### src/rtl/i2c_steer_pkg.sv
package i2c_steer_pkg;
  localparam int unsigned STEER_PORTS = 2;
  localparam int unsigned SYNC_DEPTH  = 2;

  typedef struct packed {
    logic scl;
    logic sda;
  } line_pair_t;
endpackage

### src/rtl/steer_sync.sv
module steer_sync #(
  parameter int unsigned WIDTH  = 2,
  parameter int unsigned STAGES = 2
) (
  input  logic             clk,
  input  logic             rst_n,
  input  logic [WIDTH-1:0] d,
  output logic [WIDTH-1:0] q
);
  logic [WIDTH-1:0] chain [STAGES];

  for (genvar s = 0; s < STAGES; s++) begin : g_stage
    always_ff @(posedge clk or negedge rst_n) begin
      if (!rst_n) begin
        chain[s] <= '1;
      end else if (s == 0) begin
        chain[s] <= d;
      end else begin
        chain[s] <= chain[(s == 0) ? 0 : s-1];
      end
    end
  end

  assign q = chain[STAGES-1];
endmodule

### src/rtl/steer_rx_merge.sv
module steer_rx_merge #(
  parameter int unsigned NPORT = 2
) (
  input  logic [NPORT-1:0] line_q,
  input  logic [NPORT-1:0] en_q,
  output logic             merged
);
  logic [NPORT-1:0] masked;

  for (genvar i = 0; i < NPORT; i++) begin : g_mask
    assign masked[i] = line_q[i] | ~en_q[i];
  end

  assign merged = &masked;
endmodule

### src/rtl/steer_tx_fanout.sv
module steer_tx_fanout #(
  parameter int unsigned NPORT = 2
) (
  input  logic             pull_req,
  input  logic [NPORT-1:0] en_q,
  output logic [NPORT-1:0] drive_low
);
  for (genvar i = 0; i < NPORT; i++) begin : g_fan
    assign drive_low[i] = pull_req & en_q[i];
  end
endmodule

### src/rtl/i2c_port_steer.sv
module i2c_port_steer
  import i2c_steer_pkg::*;
#(
  parameter int unsigned NPORT = STEER_PORTS,
  parameter int unsigned SYNC  = SYNC_DEPTH
) (
  input  logic             clk,
  input  logic             rst_n,
  input  logic [NPORT-1:0] port_en,
  input  logic             ctl_scl_pull,
  input  logic             ctl_sda_pull,
  output logic             ctl_scl_rx,
  output logic             ctl_sda_rx,
  input  logic [NPORT-1:0] bus_scl_in,
  input  logic [NPORT-1:0] bus_sda_in,
  output logic [NPORT-1:0] bus_scl_oe,
  output logic [NPORT-1:0] bus_sda_oe
);
  localparam int unsigned LINES = 2 * NPORT;

  logic [NPORT-1:0] en_q;
  logic [LINES-1:0] raw_lines;
  logic [LINES-1:0] sync_lines;
  line_pair_t       pull_req;

  always_ff @(posedge clk or negedge rst_n) begin
    if (!rst_n) en_q <= '0;
    else        en_q <= port_en;
  end

  assign raw_lines = {bus_sda_in, bus_scl_in};
  assign pull_req  = '{scl: ctl_scl_pull, sda: ctl_sda_pull};

  steer_sync #(.WIDTH(LINES), .STAGES(SYNC)) u_sync (
    .clk   (clk),
    .rst_n (rst_n),
    .d     (raw_lines),
    .q     (sync_lines)
  );

  steer_rx_merge #(.NPORT(NPORT)) u_merge_scl (
    .line_q (sync_lines[NPORT-1:0]),
    .en_q   (en_q),
    .merged (ctl_scl_rx)
  );

  steer_rx_merge #(.NPORT(NPORT)) u_merge_sda (
    .line_q (sync_lines[LINES-1:NPORT]),
    .en_q   (en_q),
    .merged (ctl_sda_rx)
  );

  steer_tx_fanout #(.NPORT(NPORT)) u_fan_scl (
    .pull_req  (pull_req.scl),
    .en_q      (en_q),
    .drive_low (bus_scl_oe)
  );

  steer_tx_fanout #(.NPORT(NPORT)) u_fan_sda (
    .pull_req  (pull_req.sda),
    .en_q      (en_q),
    .drive_low (bus_sda_oe)
  );
endmodule

### config.mk
export PLATFORM = sky130hd
export DESIGN_NAME = i2c_port_steer
export DESIGN_NICKNAME = d
export VERILOG_FILES = /design/src/rtl/i2c_steer_pkg.sv /design/src/rtl/steer_sync.sv /design/src/rtl/steer_rx_merge.sv /design/src/rtl/steer_tx_fanout.sv /design/src/rtl/i2c_port_steer.sv
export SDC_FILE = /design/constraint.sdc
export NUM_CORES = 1
export LEC_CHECK = 0
export BUFFER_PORTS_ARGS = -buffer_cell sky130_fd_sc_hd__buf_2
export CORE_AREA = 3 3 40 42
export CTS_BUF_LIST = sky130_fd_sc_hd__clkbuf_8 sky130_fd_sc_hd__clkbuf_16
export DETAILED_ROUTE_END_ITERATION = 16
export DIE_AREA = 0 0 43 45
export GPL_TIMING_DRIVEN = 0
export HOLD_SLACK_MARGIN = 0.03
export PLACE_DENSITY = 0.51
export SYNTH_ARGS = -nofsm -noshare
export SYNTH_HDL_FRONTEND = slang
export SYNTH_HIERARCHICAL = 1
export SYNTH_SLANG_ARGS = --single-unit
### constraint.sdc
create_clock -name clk -period 2.3 [get_ports clk]
set_input_delay 0.115 -clock clk [delete_from_list [all_inputs] [get_ports clk]]
set_output_delay 0.115 -clock clk [all_outputs]
set_load 0.02 [all_outputs]
# [Word-level counts from Yosys, hierarchy flattened]
# Index checks and enable logic that the tools add are counted.
[word_totals] regBits=10 latch_bits=0 mem_bits_rw=0 mem_bits_ro=0 input_bits=10 word_cells=15 memories=0
[classes] addsub=0 mul=0 div=0 order_cmp=0 n_eq_ne=0 shifts=0 muxes=0 bitwise_logic=10 n_reduce_logical=2
[ops] op="1-bit AND" count=4
[ops] op="1-bit bitwise OR" count=4
[ops] op="2-bit AND reduction" count=2
[ops] op="1-bit NOT" count=2

# [Longest topological paths before layout]
# Gate-level depths: netlist of the first run.
[logic_depth] word_depth=3 ltp_mapped=3

# [Cells and area by module]
# Netlist of the first run, hierarchy kept.
[by_module_without_submodules] module="steer_sync" n_inst=1 cells_per_inst=12 area_each_um2=240.2 seq_area_each_um2=210.2
[by_module_without_submodules] module="i2c_port_steer" n_inst=1 cells_per_inst=2 area_each_um2=50.0 seq_area_each_um2=50.0
[by_module_without_submodules] module="steer_rx_merge" n_inst=2 cells_per_inst=3 area_each_um2=20.0 seq_area_each_um2=0.0
[by_module_without_submodules] module="steer_tx_fanout" n_inst=2 cells_per_inst=2 area_each_um2=12.5 seq_area_each_um2=0.0

# [Least setup slack after synthesis of the first run]
# OpenSTA, ideal clock, no wires.
[synth_path] path_type="reg-to-output" from="reg u_sync.chain, in the netlist u_sync/q[0]" to="out ctl_scl_rx" arrival_time_ns=0.879 t_required_ns=2.185 slack_ns=1.306 stages_incl_launch_ff=4 n_path_buf=1 cell_sequence="dfstp_2 -> buf_4 -> inv_1 -> a22oi_2"
[synth_between] elab_chain_len=2
[synth_rtl] item="from (decl)" line_no="steer_sync.sv:10" rtl="logic [WIDTH-1:0] chain [STAGES];"
[synth_rtl] item="from (signal, indexed assignment)" line_no="steer_sync.sv:19" rtl="chain[s] <= chain[(s == 0) ? 0 : s-1];"
[synth_rtl] item="1-bit bitwise OR" line_no="steer_rx_merge.sv:11" rtl="assign masked[i] = line_q[i] | ~en_q[i];"
[synth_rtl] item="2-bit AND reduction" line_no="steer_rx_merge.sv:14" rtl="assign merged = &masked;"
[synth_rtl] item="to (decl)" line_no="i2c_port_steer.sv:12" rtl="output logic ctl_scl_rx,"
# No other way between the ends.

# [Worst setup path after layout of the first run]
[layout_path] from="reg u_sync.chain, in the netlist u_sync/q[1]" to="out ctl_scl_rx"
# The elaborated chain is that of the path after synthesis.

==> results of run 1 <==
[cells by family after synthesis]
| family | Yosys count | share of synthesized area, % |
|---|---|---|
| compound gates | 2 | 7.04 |
| buf+inv | 8 | 12.7 |
| flops | 10 | 73.2 |
| simple gates | 4 | 7.04 |
[sequential cells by signal, summed over array words and instances, names as in the netlist]
| register | cells |
|---|---|
| en_q | 2 |
| u_sync/q | 4 |
| u_sync/chain | 4 |
[per-stage QoR]
| step | instance area [sq um] | hold slack, ns | cells |
|---|---|---|---|
| after floorplan | 355 | -0.181 | 24 |
| after global placement | 449 | -0.0294 | 54 |
| after detailed placement | 449 | -0.0219 | 54 |
| after CTS | 564 | 0.259 | 65 |
| after global routing | 564 | 0.300 | 65 |
| final | 564 | 0.272 | 65 |
[layout by cell type (no fill, tap or decap)]
cell	instances
clkbuf_8	3
buf_4	4
dfstp_2	8
buf_2	15
dfrtp_1	2
a22oi_2	2
and2_1	4
dlygate4sd3_1	7
inv_1	5
[how the worst min path moves through the flow]
stage / startpoint / endpoint / slack [ns] / cells after the start
detailed placement: rst_n / en_q[1] / -0.02 / 1
CTS: rst_n / en_q[1] / 0.26 / 2
finish: rst_n / en_q[1] / 0.27 / 2
global route: rst_n / en_q[0] / 0.30 / 2
floorplan: rst_n / en_q[0] / -0.18 / 0
global placement: rst_n / en_q[1] / -0.03 / 1
[area by class of cell]
type                       count  area, sq um
fill                         124          721
sequential                    10          260
timing repair buffer          22          145
multi-input combinational      6         50.0
clock buffer                   3         41.3
buffer                         4         30.0
tap                           15         18.8
inverter                       4         15.0
clock inverter                 1         3.75
[power breakdown]
part | internal [mW] | switching [mW] | total, mW | leakage [nW]
clock network | 0.116 | 0.0611 | 0.177 | 0.0269
registers | 0.191 | 0.00391 | 0.195 | 0.107
logic | 0.0259 | 0.0200 | 0.0459 | 0.148
[worst max-delay path, cell delays in order (launching register included)]
cell     delay (ns)
dfstp_2        0.51
buf_4          0.09
inv_1          0.04
a22oi_2        0.12
buf_2          0.18
[repair_timing]
item	in CTS	in global routing
hold buffers	7	0
hold endpoints to repair	16	0
setup buffers	0	0
[routing by layer]
layer	global-route usage [%]	share of wire [%]	vias to the layer above
li1	-	-	120
met2	10.8	52	14
met5	0	0	-
met4	9.04	0	0
met1	7.34	37	102
met3	3.19	12	0
==> flow_metrics.env, run 1 <==
export IMPL_die_h_um=45
export IMPL_synth_edff_count=0
export IMPL_worstMarginPinSlew_ns=0.203
export IMPL_syn_nets=34
export IMPL_worstSetupEndpointType="output port"
export IMPL_clock_sinks=10
export IMPL_dieArea_sq_um=1940
export IMPL_vias_per_cell=3.63
export IMPL_grt_pass1_wl_um=979
export IMPL_gp_congestion=0.738
export IMPL_cellPowerDensity_nw_per_um2=741
export IMPL_synth_most_common_cell="dfstp_2"
export IMPL_cts_made_buffers=3
export IMPL_cts_resized=0
export IMPL_syn2layout_area_growth_pct=58.8
export IMPL_hold_path_class="in -> async"
export IMPL_pre_cts_ws_ns=1.25
export IMPL_grt_ovfl_total=0
export IMPL_cts_root_buffer="clkbuf_8"
export IMPL_ys_seq_area_share_pct=73.2
export IMPL_skew_ns=0.00465
export IMPL_synth_top_flop_cell="dfstp_2"
export IMPL_totalNegativeSetupSlack_ns=0
export IMPL_yosys_top_cells_area="dfstp_2 59%, dfrtp_1 14%, buf_4 8.5%, a22oi_2 7.0%, and2_1 7.0%"
export IMPL_die_w_um=43
export IMPL_period_minus_slack_ns=1.28
export IMPL_finalCoreUtilization_pct=43.9
export IMPL_hpwl_um=370
export IMPL_setup_viol_count_final=0
export IMPL_yosysWarnings=6
export IMPL_ff2ff_setup_slack_ns=1.73
export IMPL_cap_violations=0
export IMPL_slew_headroom_pct=86.4
export IMPL_p_leak_nw=0.282
export IMPL_crit_arrival_ns=1.17
export IMPL_ant_nets=0
export IMPL_worstSetupStartpointType="flip-flop"
export IMPL_synth_top_cell_area_share_pct=59.2
export IMPL_r2r_start="u_sync/chain[4]"
export IMPL_pin_count=16
export IMPL_syn_area_sq_um=355
export IMPL_initial_core_util_pct=27.7
export IMPL_cp_required_ns=2.18
export IMPL_yosys_area_top_type="dfstp_2"
export IMPL_wl_per_cell_um=8.68
export IMPL_clk_latency_ns=0.23
export IMPL_peakVddDrop_uv=294
export IMPL_ys_types=6
export IMPL_grt_use_total_pct=7.45
export IMPL_crit_path_max_fanout=1
export IMPL_cts_tree="built"
export IMPL_dr_total_vias=236
export IMPL_setup_ws_ns=1.02
export IMPL_fin_crit_sh_pct=55.8
export IMPL_startpoint="u_sync/q[1]"
export IMPL_yosys_top_cells_count="8 x dfstp_2, 4 x and2_1, 4 x buf_4, 4 x inv_1"
export IMPL_grt_setup_unrepaired="false"
export IMPL_wl_um=564
export IMPL_drc_errors=0
export IMPL_total_power_uw=418
export IMPL_r2r_end="u_sync/q[0]"
export IMPL_detail_route_iter0_violations=3
export IMPL_h_tree_depth=1
export IMPL_layout_nets=61
export IMPL_io_buffers=15
export IMPL_crit_type="reg -> out"
export IMPL_ys_seq_elements=10
export IMPL_core_area_sq_um=1280
export IMPL_final_hold_violation_count=0
export IMPL_fmax_ghz=0.780
export IMPL_diodes=0
export IMPL_row_count=13
export IMPL_drive_above_1_share_pct=64.0
export IMPL_clock_path_buffers=2
export IMPL_worstRegToRegCells=0
export IMPL_async_flop_share_pct=100
export IMPL_synth_cells=24
export IMPL_grt_max_degree=11
export IMPL_antenna_found_initial=0
export IMPL_status="completed"
export IMPL_drv_slew=0
export IMPL_dr_pass1_iters=2
export IMPL_endpoint="ctl_scl_rx"
export IMPL_synth_avg_cell_area_sq_um=14.8
export IMPL_path_clk_slew_ns=0.05
export IMPL_grt_pass1_vias=257
Note: power is estimated with default switching activity, not from simulation.
==> inputs of run 2 (changes only) <==
Clock period 2.3 ns to 1.2 ns, I/O delays scaled along.
==> run 2 against run 1 <==
Compared with the run above:
- sequential share of layout area grew 1.5 points
- via count shrank 4.2%
- clock power grew 92%
- critical path depth shrank 1
- non-clock buffer count shrank 4
- worst hold slack lost 0.055 ns
- global-route usage grew 0.085 points
- core utilization shrank 1.4 points
- critical path type unchanged
- largest power group unchanged
==> flow_metrics.env, run 2 (synthesis results as in run 1) <==
export IMPL_clock_path_buffers=2
export IMPL_row_count=13
export IMPL_worstSetupEndpointType="output port"
export IMPL_io_buffers=15
export IMPL_r2r_end="u_sync/q[0]"
export IMPL_layout_nets=57
export IMPL_finalCoreUtilization_pct=42.6
export IMPL_core_area_sq_um=1280
export IMPL_dp_cells=54
export IMPL_fmax_ghz=0.887
export IMPL_skew_ns=0.00465
export IMPL_drc_errors=0
export IMPL_final_hold_violation_count=0
export IMPL_detail_route_iter0_violations=3
export IMPL_hold_path_class="in -> async"
export IMPL_wl_um=564
export IMPL_postPlaceCellArea_sq_um=449
export IMPL_fin_crit_sh_pct=93.9
export IMPL_drv_slew=0
export IMPL_worstRegToRegCells=0
export IMPL_crit_type="reg -> out"
export IMPL_cap_violations=0
export IMPL_grt_use_total_pct=7.54
export IMPL_drive_above_1_share_pct=69.6
export IMPL_grt_setup_unrepaired="false"
export IMPL_pin_count=16
export IMPL_cts_tree="built"
export IMPL_cts_made_buffers=3
export IMPL_dieArea_sq_um=1940
export IMPL_cpPeakStageDelay_ns=0.52
export IMPL_startpoint="u_sync/q[1]"
export IMPL_worstSetupStartpointType="flip-flop"
export IMPL_grt_max_degree=11
export IMPL_mostFrequentLayoutCells="13 x buf_2, 8 x dfstp_2, 7 x dlygate4sd3_1, 4 x and2_1, 4 x inv_2"
export IMPL_crit_chain="inv_2 -> a22oi_2 -> buf_6"
export IMPL_hpwl_um=370
export IMPL_slowest_stage="dfstp_2"
export IMPL_peakVddDrop_uv=555
export IMPL_r2r_start="u_sync/chain[4]"
export IMPL_worst_path_buf_inv=2
export IMPL_antenna_found_initial=0
export IMPL_dr_pass1_iters=2
export IMPL_die_w_um=43
export IMPL_total_power_uw=801
export IMPL_vias_per_cell=3.70
export IMPL_period_minus_slack_ns=1.13
export IMPL_slew_headroom_pct=86.4
export IMPL_worstMarginPinSlew_ns=0.204
export IMPL_finalNonFillerCells=61
export IMPL_endpoint="ctl_scl_rx"
export IMPL_ff2ff_setup_slack_ns=0.63
export IMPL_diodes=0
export IMPL_final_common_cell="buf_2"
export IMPL_initial_core_util_pct=27.7
export IMPL_wl_per_cell_um=9.25
export IMPL_crit_path_max_fanout=1
export IMPL_setup_viol_count_final=0
export IMPL_status="completed"
export IMPL_crit_arrival_ns=1.07
export IMPL_cp_top_family="flip-flops"
export IMPL_fillerInstances=127
export IMPL_cts_root_buffer="clkbuf_8"
export IMPL_p_leak_nw=0.263
export IMPL_syn2layout_area_growth_pct=53.9
export IMPL_grt_pass1_vias=260
export IMPL_dr_total_vias=226
export IMPL_gp_congestion=0.738
export IMPL_cellPowerDensity_nw_per_um2=1460
export IMPL_clock_sinks=10
export IMPL_worstSetupPathDepth=3
export IMPL_ant_nets=0
export IMPL_path_clk_slew_ns=0.05
export IMPL_finalInstanceArea_sq_um=547
export IMPL_h_tree_depth=1
export IMPL_grt_ovfl_total=0
export IMPL_cp_required_ns=1.14
export IMPL_die_h_um=45
export IMPL_clk_latency_ns=0.23
export IMPL_grt_pass1_wl_um=993
export IMPL_totalNegativeSetupSlack_ns=0
[run 2: routing by layer]
metal  GRT usage (%)  wire length [um]
met4            9.04                 0
met5               0                 0
met3            3.19                64
met2            10.8               293
met1            7.59               206
[run 2: area by class of cell]
| class | count | area [sq um] | share of cell area [%] |
|---|---|---|---|
| Sequential cell | 10 | 260 | 47.6 |
| Timing Repair Buffer | 22 | 158 | 28.8 |
| Multi-Input combinational cell | 6 | 50.0 | 9.15 |
| Clock buffer | 3 | 41.3 | 7.55 |
| Tap cell | 15 | 18.8 | 3.43 |
| Inverter | 4 | 15.0 | 2.75 |
| Clock inverter | 1 | 3.75 | 0.686 |
[run 2: power by group]
part / internal [mW] / switching [mW]
registers: 0.366 / 0.00883
clock network: 0.223 / 0.117
logic: 0.0481 / 0.0381
total: 0.637 / 0.164
[run 2: how the worst min path moves through the flow]
stage               start       to  slack [ns]  cells after the start
finish              rst_n  en_q[1]        0.22                      2
global route        rst_n  en_q[1]        0.24                      2
CTS                 rst_n  en_q[1]        0.20                      2
detailed placement  rst_n  en_q[1]       -0.08                      1
global placement    rst_n  en_q[1]       -0.08                      1
floorplan           rst_n  en_q[0]       -0.24                      0
[run 2: stage by stage]
stage / setup WS, ns / hold slack [ns]
after CTS: 0.00257 / 0.204
final: 0.0729 / 0.217
after global placement: 0.208 / -0.0844
after floorplan: 0.261 / -0.236
after detailed placement: 0.207 / -0.0769
after global routing: 0.0290 / 0.245
[run 2: repair_timing]
| action | CTS | global route |
|---|---|---|
| setup buffers | 0 | 0 |
| hold endpoints to repair | 16 | 0 |
| resized for setup | 7 | 2 |
| pin swaps | 2 | 2 |
| endpoints found under the setup margin | 2 | 2 |
| hold buffers | 7 | 0 |
